File: config.mk
export PLATFORM = sky130hd
export DESIGN_NAME = adc_chan_ctrl
export DESIGN_NICKNAME = d
export VERILOG_FILES = /design/src/rtl/adc_chan_ctrl.sv
export SDC_FILE = /design/constraint.sdc
export NUM_CORES = 1
export LEC_CHECK = 0
export BUFFER_PORTS_ARGS = -buffer_cell sky130_fd_sc_hd__clkbuf_2
export CAP_MARGIN = 20
export CORE_UTILIZATION = 25
export DETAILED_ROUTE_END_ITERATION = 10
export PLACE_DENSITY = 0.6
export SYNTH_ARGS = -nofsm -noshare
export SYNTH_HDL_FRONTEND = slang
export SYNTH_SLANG_ARGS = --single-unit
File: constraint.sdc
create_clock -name clk -period 2.2 [get_ports clk]
set_input_delay 0.33 -clock clk [delete_from_list [all_inputs] [get_ports clk]]
set_output_delay 0.33 -clock clk [all_outputs]
set_load 0.02 [all_outputs]
File: src/rtl/adc_chan_ctrl.sv
module adc_chan_ctrl #(
  parameter int CHAN_W = 6,
  parameter int RES_W  = 12,
  parameter int DATA_W = 16
) (
  input  logic              clk,
  input  logic              rst_n,
  input  logic              bus_sel,
  input  logic              bus_wr,
  input  logic [1:0]        bus_addr,
  input  logic [DATA_W-1:0] bus_wdata,
  output logic [DATA_W-1:0] bus_rdata,
  output logic              irq,
  output logic              conv_start,
  output logic [CHAN_W-1:0] conv_chan,
  input  logic              conv_done,
  input  logic [RES_W-1:0]  conv_result
);
  localparam int RDY_BIT = 7;
  localparam int IE_BIT  = 6;
  localparam logic [1:0] A_STAT = 2'd0;
  localparam logic [1:0] A_CHAN = 2'd1;
  localparam logic [1:0] A_DATA = 2'd2;

  logic              rdy_q, ie_q, busy_q, start_q;
  logic [CHAN_W-1:0] chan_q;
  logic [RES_W-1:0]  data_q;
  logic              chan_wr, stat_wr, finish;

  assign chan_wr = bus_sel && bus_wr && bus_addr == A_CHAN;
  assign stat_wr = bus_sel && bus_wr && bus_addr == A_STAT;
  assign finish  = busy_q && conv_done && !chan_wr;

  always_ff @(posedge clk) begin
    if (!rst_n) begin
      rdy_q   <= 1'b0;
      ie_q    <= 1'b0;
      busy_q  <= 1'b0;
      start_q <= 1'b0;
      chan_q  <= '0;
      data_q  <= '0;
    end else begin
      start_q <= chan_wr;
      if (stat_wr) ie_q <= bus_wdata[IE_BIT];
      if (chan_wr) begin
        chan_q <= bus_wdata[CHAN_W-1:0];
        rdy_q  <= 1'b0;
        busy_q <= 1'b1;
      end else if (finish) begin
        data_q <= conv_result;
        rdy_q  <= 1'b1;
        busy_q <= 1'b0;
      end
    end
  end

  always_comb begin
    bus_rdata = '0;
    if (bus_sel) begin
      case (bus_addr)
        A_STAT: begin
          bus_rdata[RDY_BIT] = rdy_q;
          bus_rdata[IE_BIT]  = ie_q;
        end
        A_CHAN:  bus_rdata[CHAN_W-1:0] = chan_q;
        A_DATA:  bus_rdata[RES_W-1:0]  = data_q;
        default: bus_rdata = '0;
      endcase
    end
  end

  assign irq        = rdy_q & ie_q;
  assign conv_start = start_q;
  assign conv_chan  = chan_q;


  start_after_write_chk: assert property (@(posedge clk) disable iff (!rst_n)
    chan_wr |=> conv_start);

  start_only_on_write_chk: assert property (@(posedge clk) disable iff (!rst_n)
    conv_start |-> $past(bus_sel && bus_wr && bus_addr == A_CHAN));

  ready_clear_chk: assert property (@(posedge clk) disable iff (!rst_n)
    chan_wr |=> !rdy_q);

  ready_set_chk: assert property (@(posedge clk) disable iff (!rst_n)
    $rose(rdy_q) |-> $past(conv_done && busy_q));

  irq_drop_chk: assert property (@(posedge clk) disable iff (!rst_n)
    $fell(rdy_q) |-> !irq);

  stray_done_chk: assert property (@(posedge clk) disable iff (!rst_n)
    (conv_done && !busy_q && !chan_wr) |=> $stable(data_q) && $stable(rdy_q));
endmodule

Word-level counts from Yosys, hierarchy flattened
Cells that the tools add are included.
{ "classes": {"n_eq_ne": 2, "muxes": 6, "bitwise": 3, "n_reduce_logical": 10} }
{ "op_table": {"columns": ["op", "n"], "rows": [
  ["$mux W12", 1],
  ["$pmux W6 S2", 1],
  ["$logic_and A1 B1 Y1", 5],
  ["$mux W4", 1],
  ["$pmux W2 S2", 1],
  ["$eq A2 B1 Y1 const B", 1],
  ["$eq A2 B2 Y1 const B", 1],
  ["$logic_not A2 Y1", 1],
  ["$mux W1", 2],
  ["$not A1 Y1", 2],
  ["$reduce_and A2 Y1", 1],
  ["$reduce_bool A2 Y1", 1],
  ["$reduce_or A2 Y1", 1],
  ["$and A1 B1 Y1", 1],
  ["$logic_not A1 Y1", 1]
]} }
{ "word_totals": {"ff_bits": 22, "out_inout_bits": 24, "wordCells": 27} }

Longest topological paths before layout
Gate-level depths: netlist of the first run.
{ "depth": {"depth_word": 6, "mapped_depth": 8, "depth_no_buf": 5} }

Worst setup path before layout of the first run
OpenSTA, ideal clock, no wires.
{ "synth_timing": {"path_type": "in2out", "startpoint": "input bus_addr[0]", "endpoint": "output bus_rdata[0]", "arrival_ns": 1.267, "slack_ns": 0.603, "cell_stages": 5, "cell_sequence": "inv_1 ha_1 clkbuf_1 a22oi_1 nor2_1"} }
{ "synth_via": {"elab_chain_len": 3, "word_cells_on_any_way": 4, "classes_between": "2 x eq/ne; 2 x mux"} }
{ "synth_lines": {"columns": ["element", "line_no", "source"], "rows": [
  ["start, declared", "10", "input logic [1:0] bus_addr,"],
  ["$eq A2 B2 Y1 / $eq A2 B1 Y1 (equally long branches)", "60", "case (bus_addr)"],
  ["$pmux W6 S2 (*)", "60", null],
  ["$mux W12 (*)", "59", "if (bus_sel) begin"],
  ["end, declared", "12", "output logic [DATA_W-1:0] bus_rdata,"]
]} }
Every way passes the cells marked *; elsewhere a longest branch is shown, timed or not.

Worst setup path after layout of the first run
{ "layout_timing": {"startpoint": "input bus_addr[0]", "endpoint": "output bus_rdata[2]"} }
Same word-level chain as after synthesis.

==> results of run 1 <==
## flip-flops by register name, summed over array words and instances (netlist names)
| signal | count |
|---|---|
| data_q | 12 |
| conv_chan | 6 |
| ie_q | 1 |
| rdy_q | 1 |
| conv_start | 1 |
| busy_q | 1 |
## final cells by class
type | count | area (sq um) | share of cell area (%)
Inverter | 2 | 7.51 | 0.544
Multi-Input combinational cell | 96 | 592 | 42.9
Tap cell | 52 | 65.1 | 4.72
Sequential cell | 22 | 440 | 31.9
Clock buffer | 3 | 41.3 | 2.99
Timing Repair Buffer | 46 | 233 | 16.9
## final timing paths
kind                              startpoint      endpoint  slack [ns]  cells past startpoint
worst max-delay path             bus_addr[0]  bus_rdata[2]        0.38                      7
worst min register to register    data_q[11]    data_q[11]        0.46                      2
worst min-delay path            bus_wdata[1]  conv_chan[1]        0.28                      3
worst max register to register        busy_q     data_q[1]        1.20                      2
## synth_stat cells (all sizes together)
cell type	n
nand3	2
and2	2
nor2	6
a21boi	7
a22oi	8
clkbuf	6
conb	1
ha	4
o21a	1
a21oi	1
nand2	37
inv	2
and3	6
dfxtp	22
nor2b	3
mux2i	13
buf	8
nand2b	1
nor3b	1
## power by group through the flow
stage	sequential [mW]	clock [mW]	combinational (mW)
after global placement	0.417	0	0.0900
after detailed placement	0.417	0	0.0902
final	0.407	0.245	0.0885
after global routing	0.408	0.276	0.0988
after floorplan	0.419	0	0.0576
after CTS	0.407	0.264	0.0906
## tightest hold or removal path, stage by stage
cell	delay [ns]
clkbuf_2	0.08
nand2_1	0.04
a21boi_1	0.05
## routing by layer
metal	vias to the layer above	routed length, um	global-route usage [%]
met5	-	0	0
met4	0	20	4.76
met3	2	146	1.74
met2	28	1210	18.9
met1	453	1290	14.5
li1	499	-	-
## logic make-up (layout without fill, tap and decap cells)
group | Yosys count | in the layout | synth area share, %
AO/OA/AOI/OAI | 17 | 17 | 11.1
other | 1 | 4 | 0.332
flip-flops | 22 | 22 | 38.9
AND/OR/NAND/NOR | 58 | 58 | 24.0
buffers and inverters | 16 | 51 | 9.73
multiplexers | 13 | 13 | 11.5
adder cells (fa/ha/maj) | 4 | 4 | 4.42
==> results.toml, run 1 <==
[timing]
fmax_mhz = 549
postLayoutSetupSlackWorst_ns = 0.378
layout_min_cycle_time_ns = 1.82
whs_ns = 0.284
final.setup.tns_ns = 0
relSlewSlack_pct = 58.6
skew_ns = 0.00128
hold_violations = 0
timing.final.crit_share_pct = 82.8
tightest_slew_ns = 0.620
setup-violations-final = 0
grt_setup_unrepaired = "false"
drv_slew = 0

[worst_setup_path]
crit_buf_inv = 4
crit_family = "buffers and inverters"
critPathMaxFanout = 8
path_common_cell = "clkbuf_2"
cp.arrival_ns = 1.49
end_kind = "output pin"
cp_cell_sequence = "clkbuf_2, inv_1, ha_1, buf_4, a22oi_1, nor2_1, clkbuf_2"
critical-path-slowest-cell = "ha_1"
required_ns = 1.87
slowest_delay_ns = 0.35
critical_path_class = "in -> out"
critPathLaunchType = "input pin"

[final_layout]
postLayoutCoreUtil_pct = 31.7
final_common_cell = "clkbuf_2"
diodes = 0
syn2layout_area_growth_pct = 21.9
drive_gt1_share_pct = 30.2
nNetsFinal = 210
final_area_sq_um = 1380
final_cell_mix = "clkbuf_2 (45), nand2_1 (37), dfxtp_1 (22)"
fillers = 487
layout.cells.non_filler = 221

[clocking]
cts.repair.resized = 0
cts_max_path_buffers = 2
clk_latency_ns = 0.26
cts_tree = "done"
cts_buffers = 3
post_cts_buffers = 0
cts_sinks = 22
cts-htree-levels = 1
cts_root_buffer = "clkbuf_8"
clk_pin_slew_ns = 0.08
cts_hold_buf = 0

[detailed_routing]
drc = 0
drt-initial-drc-count = 40
via_per_inst = 4.44
routedWlPerCell_um = 12.1
num_vias = 982
routed_wl_um = 2670
first_pass_iters = 6
drtAntennaViolNets = 0

[status]
outcome = "finished, final reports clean"

[grt]
grt_max_degree = 35
grt_pass1_wl_um = 4320
overflow = 0
grt_pass1_vias = 923
grt_usage_pct = 11.3
antenna_found_initial = 0

[logic_synthesis]
ys_warn_count = 0
synth_area_sq_um = 1130
synthCells = 131
post_synth_num_cell_types = 24
synth-seq-area-share_pct = 38.9
yosys-top-cells-area = "dfxtp_1 (39%), nand2_1 (12%), mux2i_1 (12%), a22oi_1 (5.3%), ha_1 (4.4%)"
ys_seq_elements = 22
avgSynthCellArea_sq_um = 8.63
yosys.area.top_type = "dfxtp_1"
synth_top_area_share_pct = 38.9

[placement]
dp_hpwl_um = 1900
port_buffers = 45
dp_cells = 218
dpl_cell_area_sq_um = 1340
preCtsSetupSlack_ns = 0.368
gp_congestion = 0.663

[floorplan]
io_pins = 59
die_h_um = 69.3
initial_core_util_pct = 26.0
fp.dieW_um = 69.3
dieArea_sq_um = 4800
coreArea_sq_um = 4350
num_rows = 24

[power]
finalPower_mw = 0.741
p_sw_share_pct = 24.4
seq_power_share_pct = 55.0
p_int_mw = 0.560
p_comb_share_pct = 11.9
p_leak_nw = 0.612
powerDensity_nw_per_um2 = 537
ir_worst_vdd_v = 0.000166
clkPwrFrac_pct = 33.1
switching_power_mw = 0.180

[flow_run]
max_cap_viol_count = 0

[min_path]
hp-class = "in -> reg"
Power figures use the tool's default switching activity.
==> inputs of run 2 (changes only) <==
clock period = 1.7 ns   (was 2.2 ns; I/O delays follow)
==> results.toml, run 2 (synthesis gave the netlist of run 1 again) <==
[status]
outcome = "finished, final reports clean"

[floorplan]
num_rows = 24
coreArea_sq_um = 4350
initial_core_util_pct = 26.0
dieArea_sq_um = 4800
io_pins = 59
fp.dieW_um = 69.3
die_h_um = 69.3

[final_layout]
drive_gt1_share_pct = 32.2
top_register = "data_q"
postLayoutCoreUtil_pct = 33.6
final_common_cell = "clkbuf_2"
fillers = 489
largest_register_ff_count = 12
syn2layout_area_growth_pct = 29.4
final_cell_mix = "clkbuf_2 (45), nand2_1 (37), dfxtp_1 (22)"
nNetsFinal = 214
diodes = 0

[clocking]
cts-htree-levels = 1
cts_sinks = 22
cts_tree = "done"
post_cts_buffers = 0
clk_pin_slew_ns = 0.08
clk_latency_ns = 0.26
cts.repair.resized = 0
cts_hold_buf = 0
cts_max_path_buffers = 2
cts_root_buffer = "clkbuf_8"
cts_buffers = 3

[timing]
relSlewSlack_pct = 59.1
drv_slew = 0
final.setup.tns_ns = 0
postLayoutSetupSlackWorst_ns = 0.206
whs_ns = 0.198
fmax_mhz = 669
grt_setup_unrepaired = "false"
timing.final.crit_share_pct = 87.9
hold_violations = 0
skew_ns = 0.00192
layout_min_cycle_time_ns = 1.49
tightest_slew_ns = 0.613
setup-violations-final = 0

[grt]
use_met3_pct = 2.33
grt_pass1_wl_um = 4290
grt_usage_pct = 11.4
use_met1_pct = 15.8
top_usage_layer = "met2"
overflow = 0
grt_max_degree = 35
use_met2_pct = 17.0
antenna_found_initial = 0
grt_pass1_vias = 907

[worst_setup_path]
end_kind = "output pin"
cp_cell_sequence = "clkbuf_2, inv_1, ha_1, nand2_1, nor2_1, clkbuf_2"
crit_buf_inv = 3
critical_path_class = "in -> out"
required_ns = 1.44
critical-path-slowest-cell = "ha_1"
crit_family = "simple AND/OR/NAND/NOR gates"
path_common_cell = "clkbuf_2"
critPathMaxFanout = 6
rrSetupSlack_ns = 0.72
slowest_delay_ns = 0.27
critPathLaunchType = "input pin"
cp.arrival_ns = 1.24

[detailed_routing]
drt-initial-drc-count = 63
routedWlPerCell_um = 11.7
routed_wl_um = 2640
drtAntennaViolNets = 0
first_pass_iters = 4
drc = 0
via_per_inst = 4.39
num_vias = 992

[placement]
port_buffers = 45
gp_congestion = 0.664
preCtsSetupSlack_ns = 0.196
dp_hpwl_um = 1900

[min_path]
hp-class = "in -> reg"

[power]
ir_worst_vdd_v = 0.000252
powerDensity_nw_per_um2 = 783
p_leak_nw = 0.653

[flow_run]
max_cap_viol_count = 0
## run 2: layout make-up
| class | count | area (sq um) | share of cell area [%] |
|---|---|---|---|
| tap | 52 | 65.1 | 4.44 |
| sequential | 22 | 440 | 30.1 |
| clock buffer | 3 | 41.3 | 2.82 |
| clock inverter | 1 | 30.0 | 2.05 |
| timing repair buffer | 50 | 288 | 19.7 |
| multi-input combinational | 96 | 592 | 40.4 |
| inverter | 2 | 7.51 | 0.513 |
## run 2: worst reg2reg max path: cells and delay by family (launching register included)
| family | cells | cell delay, ns |
|---|---|---|
| simple gates | 1 | 0.35 |
| flops | 1 | 0.36 |
| mux | 1 | 0.21 |
## run 2: report_power, final
group          internal, mW  total (mW)  leakage (nW)  switching [mW]
sequential            0.522       0.527         0.178         0.00446
combinational        0.0533       0.125         0.440          0.0713
clock                 0.315       0.495        0.0357           0.181
total                 0.890        1.15         0.653           0.256
## run 2: stage by stage
step | power (mW) | area, sq um | instances
floorplan | 0.617 | 1140 | 134
global placement | 0.666 | 1390 | 222
detailed placement | 0.667 | 1390 | 222
CTS | 1.16 | 1460 | 226
global route | 1.20 | 1460 | 226
finish | 1.15 | 1460 | 226
## run 2: per-layer routing
| layer | vias up | part of all wire (%) |
|---|---|---|
| met3 | 5 | 4.2 |
| met5 | - | 0 |
| met2 | 25 | 46 |
| li1 | 512 | - |
| met1 | 450 | 48 |
| met4 | 0 | 1.8 |
## run 2: final timing paths
kind / from / endpoint / cells after the start
worst min-delay path: bus_wdata[1] / conv_chan[1] / 3
worst max register to register: busy_q / data_q[2] / 2
worst max-delay path: bus_addr[0] / bus_rdata[5] / 6
worst min register to register: data_q[10] / data_q[10] / 2
